$ cat config.mk
export PLATFORM = sky130hd
export DESIGN_NAME = cbr_refresh_sched
export DESIGN_NICKNAME = d
export VERILOG_FILES = /design/src/rtl/cbr_pkg.sv /design/src/rtl/cbr_tick_gen.sv /design/src/rtl/cbr_owed_ledger.sv /design/src/rtl/cbr_seq.sv /design/src/rtl/cbr_refresh_sched.sv
export SDC_FILE = /design/constraint.sdc
export NUM_CORES = 1
export LEC_CHECK = 0
export CORE_MARGIN = 2
export CORE_UTILIZATION = 55
export DETAILED_ROUTE_END_ITERATION = 10
export MAX_ROUTING_LAYER = met4
export PLACE_DENSITY_LB_ADDON = 0.25
export SETUP_SLACK_MARGIN = 0.3
export SLEW_MARGIN = 20
export SYNTH_ARGS = -nofsm -noshare
export SYNTH_HDL_FRONTEND = slang
export SYNTH_SLANG_ARGS = --single-unit
$ cat constraint.sdc
create_clock -name clk -period 5.8 [get_ports clk]
set_input_delay 0.87 -clock clk [delete_from_list [all_inputs] [get_ports clk]]
set_output_delay 0.87 -clock clk [all_outputs]
set_load 0.02 [all_outputs]
$ cat src/rtl/cbr_pkg.sv
package cbr_pkg;
    typedef enum logic [2:0] {
        ST_IDLE,
        ST_WAIT_GNT,
        ST_CAS_LEAD,
        ST_RAS_ACT,
        ST_PRECHARGE,
        ST_DONE
    } cbr_state_e;
endpackage

$ cat src/rtl/cbr_tick_gen.sv
module cbr_tick_gen #(
    parameter int unsigned PERIOD = 3900
) (
    input  logic clk,
    input  logic rst_n,
    output logic tick
);
    localparam int unsigned TW = (PERIOD > 1) ? $clog2(PERIOD) : 1;
    localparam logic [TW-1:0] LAST = TW'(PERIOD - 1);

    logic [TW-1:0] cnt;

    always_ff @(posedge clk) begin
        if (!rst_n)           cnt <= '0;
        else if (cnt == LAST) cnt <= '0;
        else                  cnt <= cnt + 1'b1;
    end

    assign tick = (cnt == LAST);

    generate
        if (PERIOD > 1) begin : g_spacing
            // ticks are spaced, never back to back
            assert_tick_spaced_R2: assert property (@(posedge clk) disable iff (!rst_n)
                tick |=> !tick);
        end
    endgenerate
endmodule

$ cat src/rtl/cbr_owed_ledger.sv
module cbr_owed_ledger #(
    parameter int unsigned LIMIT = 8
) (
    input  logic clk,
    input  logic rst_n,
    input  logic tick,
    input  logic consume,
    output logic pending,
    output logic overflow
);
    localparam int unsigned OW = $clog2(LIMIT + 1);
    localparam logic [OW-1:0] TOP = OW'(LIMIT);

    logic [OW-1:0] owed;

    always_ff @(posedge clk) begin
        if (!rst_n) begin
            owed     <= '0;
            overflow <= 1'b0;
        end else begin
            unique case ({tick, consume})
                2'b10: begin
                    if (owed == TOP) overflow <= 1'b1;
                    else             owed     <= owed + 1'b1;
                end
                2'b01: begin
                    if (owed != '0) owed <= owed - 1'b1;
                end
                default: owed <= owed;
            endcase
        end
    end

    assign pending = (owed != '0);

    assert_owed_bound_R9: assert property (@(posedge clk) disable iff (!rst_n)
        owed <= TOP);
    assert_ovf_sticky_R10: assert property (@(posedge clk) disable iff (!rst_n)
        overflow |=> overflow);
    assert_ovf_cause_R10: assert property (@(posedge clk) disable iff (!rst_n)
        $rose(overflow) |-> ($past(owed) == TOP && $past(tick)));
endmodule

$ cat src/rtl/cbr_seq.sv
module cbr_seq
    import cbr_pkg::*;
#(
    parameter int unsigned CSR_CYCLES = 3,
    parameter int unsigned RAS_CYCLES = 15,
    parameter int unsigned PRE_CYCLES = 10
) (
    input  logic clk,
    input  logic rst_n,
    input  logic pending,
    input  logic gnt,
    output logic req,
    output logic drive,
    output logic ras_n,
    output logic cas_n,
    output logic we_n,
    output logic done
);
    localparam int unsigned M1 = (CSR_CYCLES > RAS_CYCLES) ? CSR_CYCLES : RAS_CYCLES;
    localparam int unsigned MX = (M1 > PRE_CYCLES) ? M1 : PRE_CYCLES;
    localparam int unsigned CW = $clog2(MX + 1);

    cbr_state_e    state, state_nxt;
    logic [CW-1:0] cnt, cnt_nxt;

    always_comb begin
        state_nxt = state;
        cnt_nxt   = (cnt == '0) ? '0 : cnt - 1'b1;
        unique case (state)
            ST_IDLE: begin
                if (pending) state_nxt = ST_WAIT_GNT;
            end
            ST_WAIT_GNT: begin
                if (gnt) begin
                    state_nxt = ST_CAS_LEAD;
                    cnt_nxt   = CW'(CSR_CYCLES - 1);
                end
            end
            ST_CAS_LEAD: begin
                if (cnt == '0) begin
                    state_nxt = ST_RAS_ACT;
                    cnt_nxt   = CW'(RAS_CYCLES - 1);
                end
            end
            ST_RAS_ACT: begin
                if (cnt == '0) begin
                    state_nxt = ST_PRECHARGE;
                    cnt_nxt   = CW'(PRE_CYCLES - 1);
                end
            end
            ST_PRECHARGE: begin
                if (cnt == '0) state_nxt = ST_DONE;
            end
            ST_DONE:  state_nxt = ST_IDLE;
            default:  state_nxt = ST_IDLE;
        endcase
    end

    always_ff @(posedge clk) begin
        if (!rst_n) begin
            state <= ST_IDLE;
            cnt   <= '0;
        end else begin
            state <= state_nxt;
            cnt   <= cnt_nxt;
        end
    end

    always_comb begin
        req   = 1'b0;
        drive = 1'b0;
        ras_n = 1'b1;
        cas_n = 1'b1;
        we_n  = 1'b1;
        done  = 1'b0;
        unique case (state)
            ST_IDLE:      ;
            ST_WAIT_GNT:  req = 1'b1;
            ST_CAS_LEAD:  begin req = 1'b1; drive = 1'b1; cas_n = 1'b0; end
            ST_RAS_ACT:   begin req = 1'b1; drive = 1'b1; cas_n = 1'b0; ras_n = 1'b0; end
            ST_PRECHARGE: begin req = 1'b1; drive = 1'b1; end
            ST_DONE:      done = 1'b1;
            default:      ;
        endcase
    end

    // RAS falls only while CAS was already low
    assert_cas_leads_R4: assert property (@(posedge clk) disable iff (!rst_n)
        $fell(ras_n) |-> !$past(cas_n));
    // CAS held low for the whole RAS-low window
    assert_cas_hold_R5: assert property (@(posedge clk) disable iff (!rst_n)
        !ras_n |-> !cas_n);
    // pins taken only after a grant was seen
    assert_grant_first_R3: assert property (@(posedge clk) disable iff (!rst_n)
        $rose(drive) |-> $past(gnt));
    // completion is a single-cycle pulse following release
    assert_done_pulse_R8: assert property (@(posedge clk) disable iff (!rst_n)
        done |=> !done);
    assert_done_release_R8: assert property (@(posedge clk) disable iff (!rst_n)
        $fell(drive) |-> done);
endmodule

$ cat src/rtl/cbr_refresh_sched.sv
module cbr_refresh_sched #(
    parameter int unsigned TICK_CYCLES = 3900,
    parameter int unsigned OWED_MAX    = 8,
    parameter int unsigned CSR_CYCLES  = 3,
    parameter int unsigned RAS_CYCLES  = 15,
    parameter int unsigned PRE_CYCLES  = 10
) (
    input  logic clk,
    input  logic rst_n,
    input  logic ref_gnt,
    output logic ref_req,
    output logic pin_drive,
    output logic dram_ras_n,
    output logic dram_cas_n,
    output logic dram_we_n,
    output logic ref_done,
    output logic owed_ovf
);
    logic tick;
    logic pending;

    cbr_tick_gen #(.PERIOD(TICK_CYCLES)) u_tick (
        .clk   (clk),
        .rst_n (rst_n),
        .tick  (tick)
    );

    cbr_owed_ledger #(.LIMIT(OWED_MAX)) u_ledger (
        .clk      (clk),
        .rst_n    (rst_n),
        .tick     (tick),
        .consume  (ref_done),
        .pending  (pending),
        .overflow (owed_ovf)
    );

    cbr_seq #(
        .CSR_CYCLES (CSR_CYCLES),
        .RAS_CYCLES (RAS_CYCLES),
        .PRE_CYCLES (PRE_CYCLES)
    ) u_seq (
        .clk     (clk),
        .rst_n   (rst_n),
        .pending (pending),
        .gnt     (ref_gnt),
        .req     (ref_req),
        .drive   (pin_drive),
        .ras_n   (dram_ras_n),
        .cas_n   (dram_cas_n),
        .we_n    (dram_we_n),
        .done    (ref_done)
    );

    // write enable stays inactive whenever the pins are driven
    assert_we_high_R6: assert property (@(posedge clk) disable iff (!rst_n)
        pin_drive |-> dram_we_n);
    // strobes idle whenever the pins are not owned
    assert_idle_pins_R3: assert property (@(posedge clk) disable iff (!rst_n)
        !pin_drive |-> (dram_ras_n && dram_cas_n));
endmodule

=== Yosys cells after proc, flatten, opt, wreduce, memory -nomap -nowiden ===
Cells that the tools add are included.

* Order comparisons: 0
* Reduce and logical (&&, ||, !) cells: 11
* Multipliers: 0
* Muxes and demuxes: 19
* Add/sub/neg operators: 4
* Equal/unequal tests: 16
* Bitwise gates (word level): 1
* Shift operators: 0
* Divide/modulo/power cells: 0

{| class="wikitable"
|+ Operators with widths
! kind !! count
|-
| 4-bit 2-to-1 mux || 6
|-
| 3-bit 2-to-1 mux || 5
|-
| 3-bit case mux with 5 select lines || 1
|-
| 12-bit by 1-bit adder with 12-bit output (second input constant) || 1
|-
| 12-bit == test (second input constant) || 1
|-
| 4-bit case mux with 3 select lines || 1
|-
| 2-bit inequality test (second input constant) || 4
|-
| 4-bit case mux with 2 select lines || 1
|-
| 4-bit by 1-bit subtractor with 4-bit output (second input constant) || 2
|-
| 3-bit by 2-bit == test with 1-bit output (second input constant) || 2
|-
| 3-bit == test (second input constant) || 2
|-
| 2-bit by 1-bit inequality test with 1-bit output (second input constant) || 3
|-
| 1-bit 2-to-1 mux || 5
|-
| 5-bit AND reduction || 1
|-
| 4-bit by 1-bit adder with 4-bit output (second input constant) || 1
|-
| 4-bit == test (second input constant) || 1
|-
| 4-bit logical NOT || 1
|-
| 4-bit nonzero test || 1
|-
| 2-bit OR reduction || 2
|-
| 4-bit OR reduction || 1
|-
| 3-bit by 1-bit == test with 1-bit output (second input constant) || 1
|-
| 3-bit logical NOT || 1
|-
| 3-bit AND reduction || 1
|-
| 3-bit OR reduction || 1
|-
| other kinds (5) || 5
|}

* Input port bits: 3
* Memories: 0
* Flip-flop bits (word level): 24
* Memory bits (read-only): 0
* RAM bits: 0
* Output and inout bits: 7
* Word-level logic and storage cells: 56
* Bits in latches: 0

=== Depth between registers and ports, before layout ===
* Depth after elaboration: 5
* Gate-level depth with buffers: 9
* Mapped depth without buffers: 9

=== Cells and area by module ===
Synthesis repeated with hierarchy kept, for this count alone.

* Cells, all modules: 145
* Area, all modules: 1262.5 µm²

{| class="wikitable"
|+ Modules (own cells, without submodules)
! module !! area an instance (µm²) !! cells an instance !! sequential area each (µm²) !! instances
|-
| cbr_tick_gen || 575.6 || 61 || 240.2 || 1
|-
| cbr_seq || 390.4 || 49 || 140.1 || 1
|-
| cbr_owed_ledger || 296.5 || 35 || 100.1 || 1
|}

=== Worst setup path before layout ===
Ideal clock, no wire load.

* Path type: reg-to-reg
* Start point: reg u_tick.cnt[6]
* End point: reg u_ledger.owed[3]
* Setup time: 70 ps
* Data required time: 5730 ps
* Stages on the path, launching flop included: 9
* Buffers on the path: 0
* Clock period less this slack: 2817 ps
* Arrival: 2747 ps
* Setup slack: 2983 ps
* Path through: dfxtp_1 -> or4b_1 -> or4_4 -> ha_1 -> ha_1 -> a21oi_1 -> a21oi_1 -> or4_1 -> a21oi_1

* Word-level cells in the longest chain between the ends: 4
* Elaborated cells on any way between the ends: 8
* Those cells by class: 5 x eq/ne; 1 x mux; 2 x reduce/logical

{| class="wikitable"
|+ RTL lines
! item !! RTL line !! text
|-
| from (decl) || cbr_tick_gen.sv:11 || <nowiki>logic [TW-1:0] cnt;</nowiki>
|-
| from (signal assigned) || cbr_tick_gen.sv:16 || <nowiki>else cnt <= cnt + 1'b1;</nowiki>
|-
| 12-bit == test (*) || cbr_tick_gen.sv:19 || <nowiki>assign tick = (cnt == LAST);</nowiki>
|-
| 2-bit == test or 2-bit by 1-bit == test with 1-bit output (tied branches) || cbr_owed_ledger.sv:21 || <nowiki>unique case ({tick, consume})</nowiki>
|-
| 2-bit inequality test (no line) or 2-bit nonzero test (tied branches) || - ||
|-
| 3-bit AND reduction (no line) || - ||
|-
| to (signal assigned) || cbr_owed_ledger.sv:24 || <nowiki>else owed <= owed + 1'b1;</nowiki>
|-
| to (signal assigned) || cbr_owed_ledger.sv:27 || <nowiki>if (owed != '0) owed <= owed - 1'b1;</nowiki>
|-
| to (signal assigned) || cbr_owed_ledger.sv:29 || <nowiki>default: owed <= owed;</nowiki>
|-
| to (decl) || cbr_owed_ledger.sv:14 || <nowiki>logic [OW-1:0] owed;</nowiki>
|}

Every way passes the cells marked *; elsewhere a longest branch is shown, timed or not.
A chain may end at the register's enable or synchronous reset.

=== Worst setup path after layout ===
Same ends and word-level chain as after synthesis.

==> results.md <==
* Outcome: finished, final reports clean
* Ys Warns at 0
* Setup Viol. Count Final at 0
* Final worst path period share at 52.0%
* P_leak at 0.000490 µW
* Detailed-route via count at 935
* Max IR drop VDD at 0.000167 V
* Multi-input logic area at 662 µm²
* Clock Sinks at 24
* Worst Skew at 2.09 ps
* Endpoints failing hold at 0
* Post-synthesis register bit count at 24
* CP Capture Point: u_ledger.owed[3]
* Predominant post-synthesis flop cell: dfxtp_1
* Clock transition at path regs at 130 ps
* Total CTS buffers at 3
* Crit Path Category: flip-flop to flip-flop
* Cell Area, Synth at 1210 µm²
* Fin crit period at 3020 ps
* Die Y-Extent at 50.8 µm
* Met2 Track Usage GR at 31.1%
* Worst Path Required at 6050 ps
* Fin Hold WS at 486 ps
* Skew-Pair Late Insertion Delay at 310 ps
* Worst min-delay path class: flip-flop to flip-flop
* Top cell by count, worst path: a21oi_1
* N_diodes at 0
* Tot GR Track Use at 19.0%
* Ranking of synthesized cells by area: dfxtp_1 (40%), xnor2_1 (10%), nor2_1 (7.5%)
* Initial antenna violation count at 0
* Post-synth top area cell: dfxtp_1
* Reg2Reg Setup Slack at 2780 ps
* Worst Max-Slew Pin Slew at 870 ps
* Vias in the first global route at 904
* Total overflow reported by the global router at 0
* Rows at 16
* Initial Utilization at 59.7%
* Layout cells sized above 1 at 4.52%
* Crit path capture type: flip-flop
* Data arrival time of the critical path at 3270 ps
* Die area at 2580 µm²
* Pwr Density at 274 nW/µm²
* Pre-Repair DR Iteration Count at 4
* Area added between synthesis and finish at 11.9%
* Setup repair bufs after CTS at 0
* GRT busiest layer: met2
* DP HPWL at 1.63 mm
* Hold Buf Count CTS at 0
* Routability cong. at 0.809
* Post-route ant nets at 0
* DRT Wirelength at 2.11 mm
* Clk root buf: clkbuf_4
* Clk buf depth at 2
* Placed cells at 178
* Async SR Flop Fraction at 0%
* F_max at 0.331 GHz
* Vias per Instance at 5.14
* Initial drt markers at 17
* Top cells by count, synth: dfxtp_1 (24), nor2_1 (24), nand2_1 (14), xnor2_1 (14), inv_1 (11)
* Register Area at 480 µm²
* I/O pins at 10
* Global-route wire length before repair at 3.68 mm
* Slowest cell delay on critical path at 550 ps
* Core Region at 2020 µm²
* Largest net degree at the start of global routing at 15
* FILL cells at 182
* WL/cell at 11.6 µm
* Finished Layout Cells at 182
* Register area share after synthesis at 39.8%
* Avg Cell Area, Syn at 8.26 µm²
* H-tree levels at 1
* Crit-path slowest cell: or4_4
* Worst r2r dst: u_ledger.owed[3]
* CP max FO at 4
* TritonCTS clock tree: built
* Cell count of the worst reg-to-reg path at 8
* Relative slew margins at 41.5%
* Synth top area share at 39.8%
* Syn nets at 155
* RSZ-0062 raised after global routing: no
* Critical path launch point: u_tick.cnt[6]
* # nets final at 165
* PortBufs at 8
* Crit start category: flip-flop
* Synth cell types at 35
* Worst path cell trace: or4b_1, or4_4, ha_1, ha_1, a21oi_1, a21oi_1, or4_1, a21oi_1
* # DRC at 0
* Global Route met3 Usage at 2.92%
* Setup TNS at 0 ps
* Synthesized instance count at 146
* Max Cap Viol at 0
* Met1 usage at 23.7%
* Slew Viols, Final at 0
* Hold Path Stages at 1
* Die Wd at 50.8 µm
* Resized Gates After CTS at 0
* Reg2reg start: u_tick.cnt[6]
* Count of flip-flops with a built-in enable after synthesis at 0
==> logic make-up after synthesis <==
group	after synthesis	synth area share (%)
buffers and inverters	14	5.29
DFF	24	39.8
xor gates and xnor gates	15	10.9
and+or+nand+nor	66	26.1
adders and majority gates	6	6.85
muxes	2	1.66
AOI/OAI and AO/OA	18	9.03
other	1	0.311
==> flip-flops by register name, summed over array words and instances, names as in the netlist <==
signal and cells:
u_ledger.owed 4, u_ledger.overflow 1, u_seq.cnt 4, u_tick.cnt 12, u_seq.state 3
==> placed cells by master (no fill, tap or decap), types with 2 or more instances in the layout <==
master / n
nand2_1: 14
clkbuf_4: 3
o21ai_0: 6
dfxtp_1: 24
nand3_1: 5
nor3_1: 6
nor2_1: 24
nand4_1: 4
ha_1: 5
nor2b_1: 3
xnor2_1: 14
inv_1: 11
clkdlybuf4s50_1: 8
a21oi_1: 5
or3_1: 2
mux2i_1: 2
==> final cells by class <==
class                      count  share of cell area (%)
sequential                    24                    35.6
multi-input combinational    108                    49.0
tap                           27                    2.50
inverter                      11                    3.06
timing repair buffer           8                    5.93
clock inverter                 1                    2.22
clock buffer                   3                    1.67
==> routing by layer <==
metal	share of wire, %	vias to the layer above
met1	48	421
met2	50	7
li1	-	505
met3	1.9	2
met4	0.66	0
met5	0	-
==> through the flow <==
step | instance area, µm² | util, % | setup WS [ps] | total power (µW)
floorplan | 1210 | - | 2980 | 241
global placement | 1300 | 64.2 | 2940 | 250
detailed placement | 1300 | 64.2 | 2820 | 254
CTS | 1350 | 66.8 | 2790 | 373
global route | 1350 | 66.8 | 2670 | 391
finish | 1350 | 66.8 | 2780 | 370
==> report_power, final <==
| group | internal [µW] | total (µW) | switching [µW] |
|---|---|---|---|
| sequential | 177 | 191 | 13.7 |
| combinational | 25.3 | 59.4 | 34.0 |
| clock | 69.8 | 119 | 49.5 |
| total | 273 | 370 | 97.2 |
==> worst min-delay path by stage <==
stage | slack (ps) | start | endpoint
after floorplan | 430 | u_tick.cnt[0] | u_tick.cnt[0]
after global placement | 440 | u_tick.cnt[0] | u_tick.cnt[0]
after detailed placement | 460 | u_tick.cnt[0] | u_tick.cnt[0]
after CTS | 490 | u_tick.cnt[0] | u_tick.cnt[0]
after global routing | 540 | u_ledger.overflow | u_ledger.overflow
final | 490 | u_tick.cnt[0] | u_tick.cnt[0]
==> critical path: cells and delay by family (launching register included) <==
family	cells	cell delay, ps
AND/OR/NAND/NOR	3	1540
AO/OA/AOI/OAI	3	470
adder cells (fa/ha/maj)	2	580
flip-flops	1	360
No activity file was read; power rests on OpenSTA's default activity.
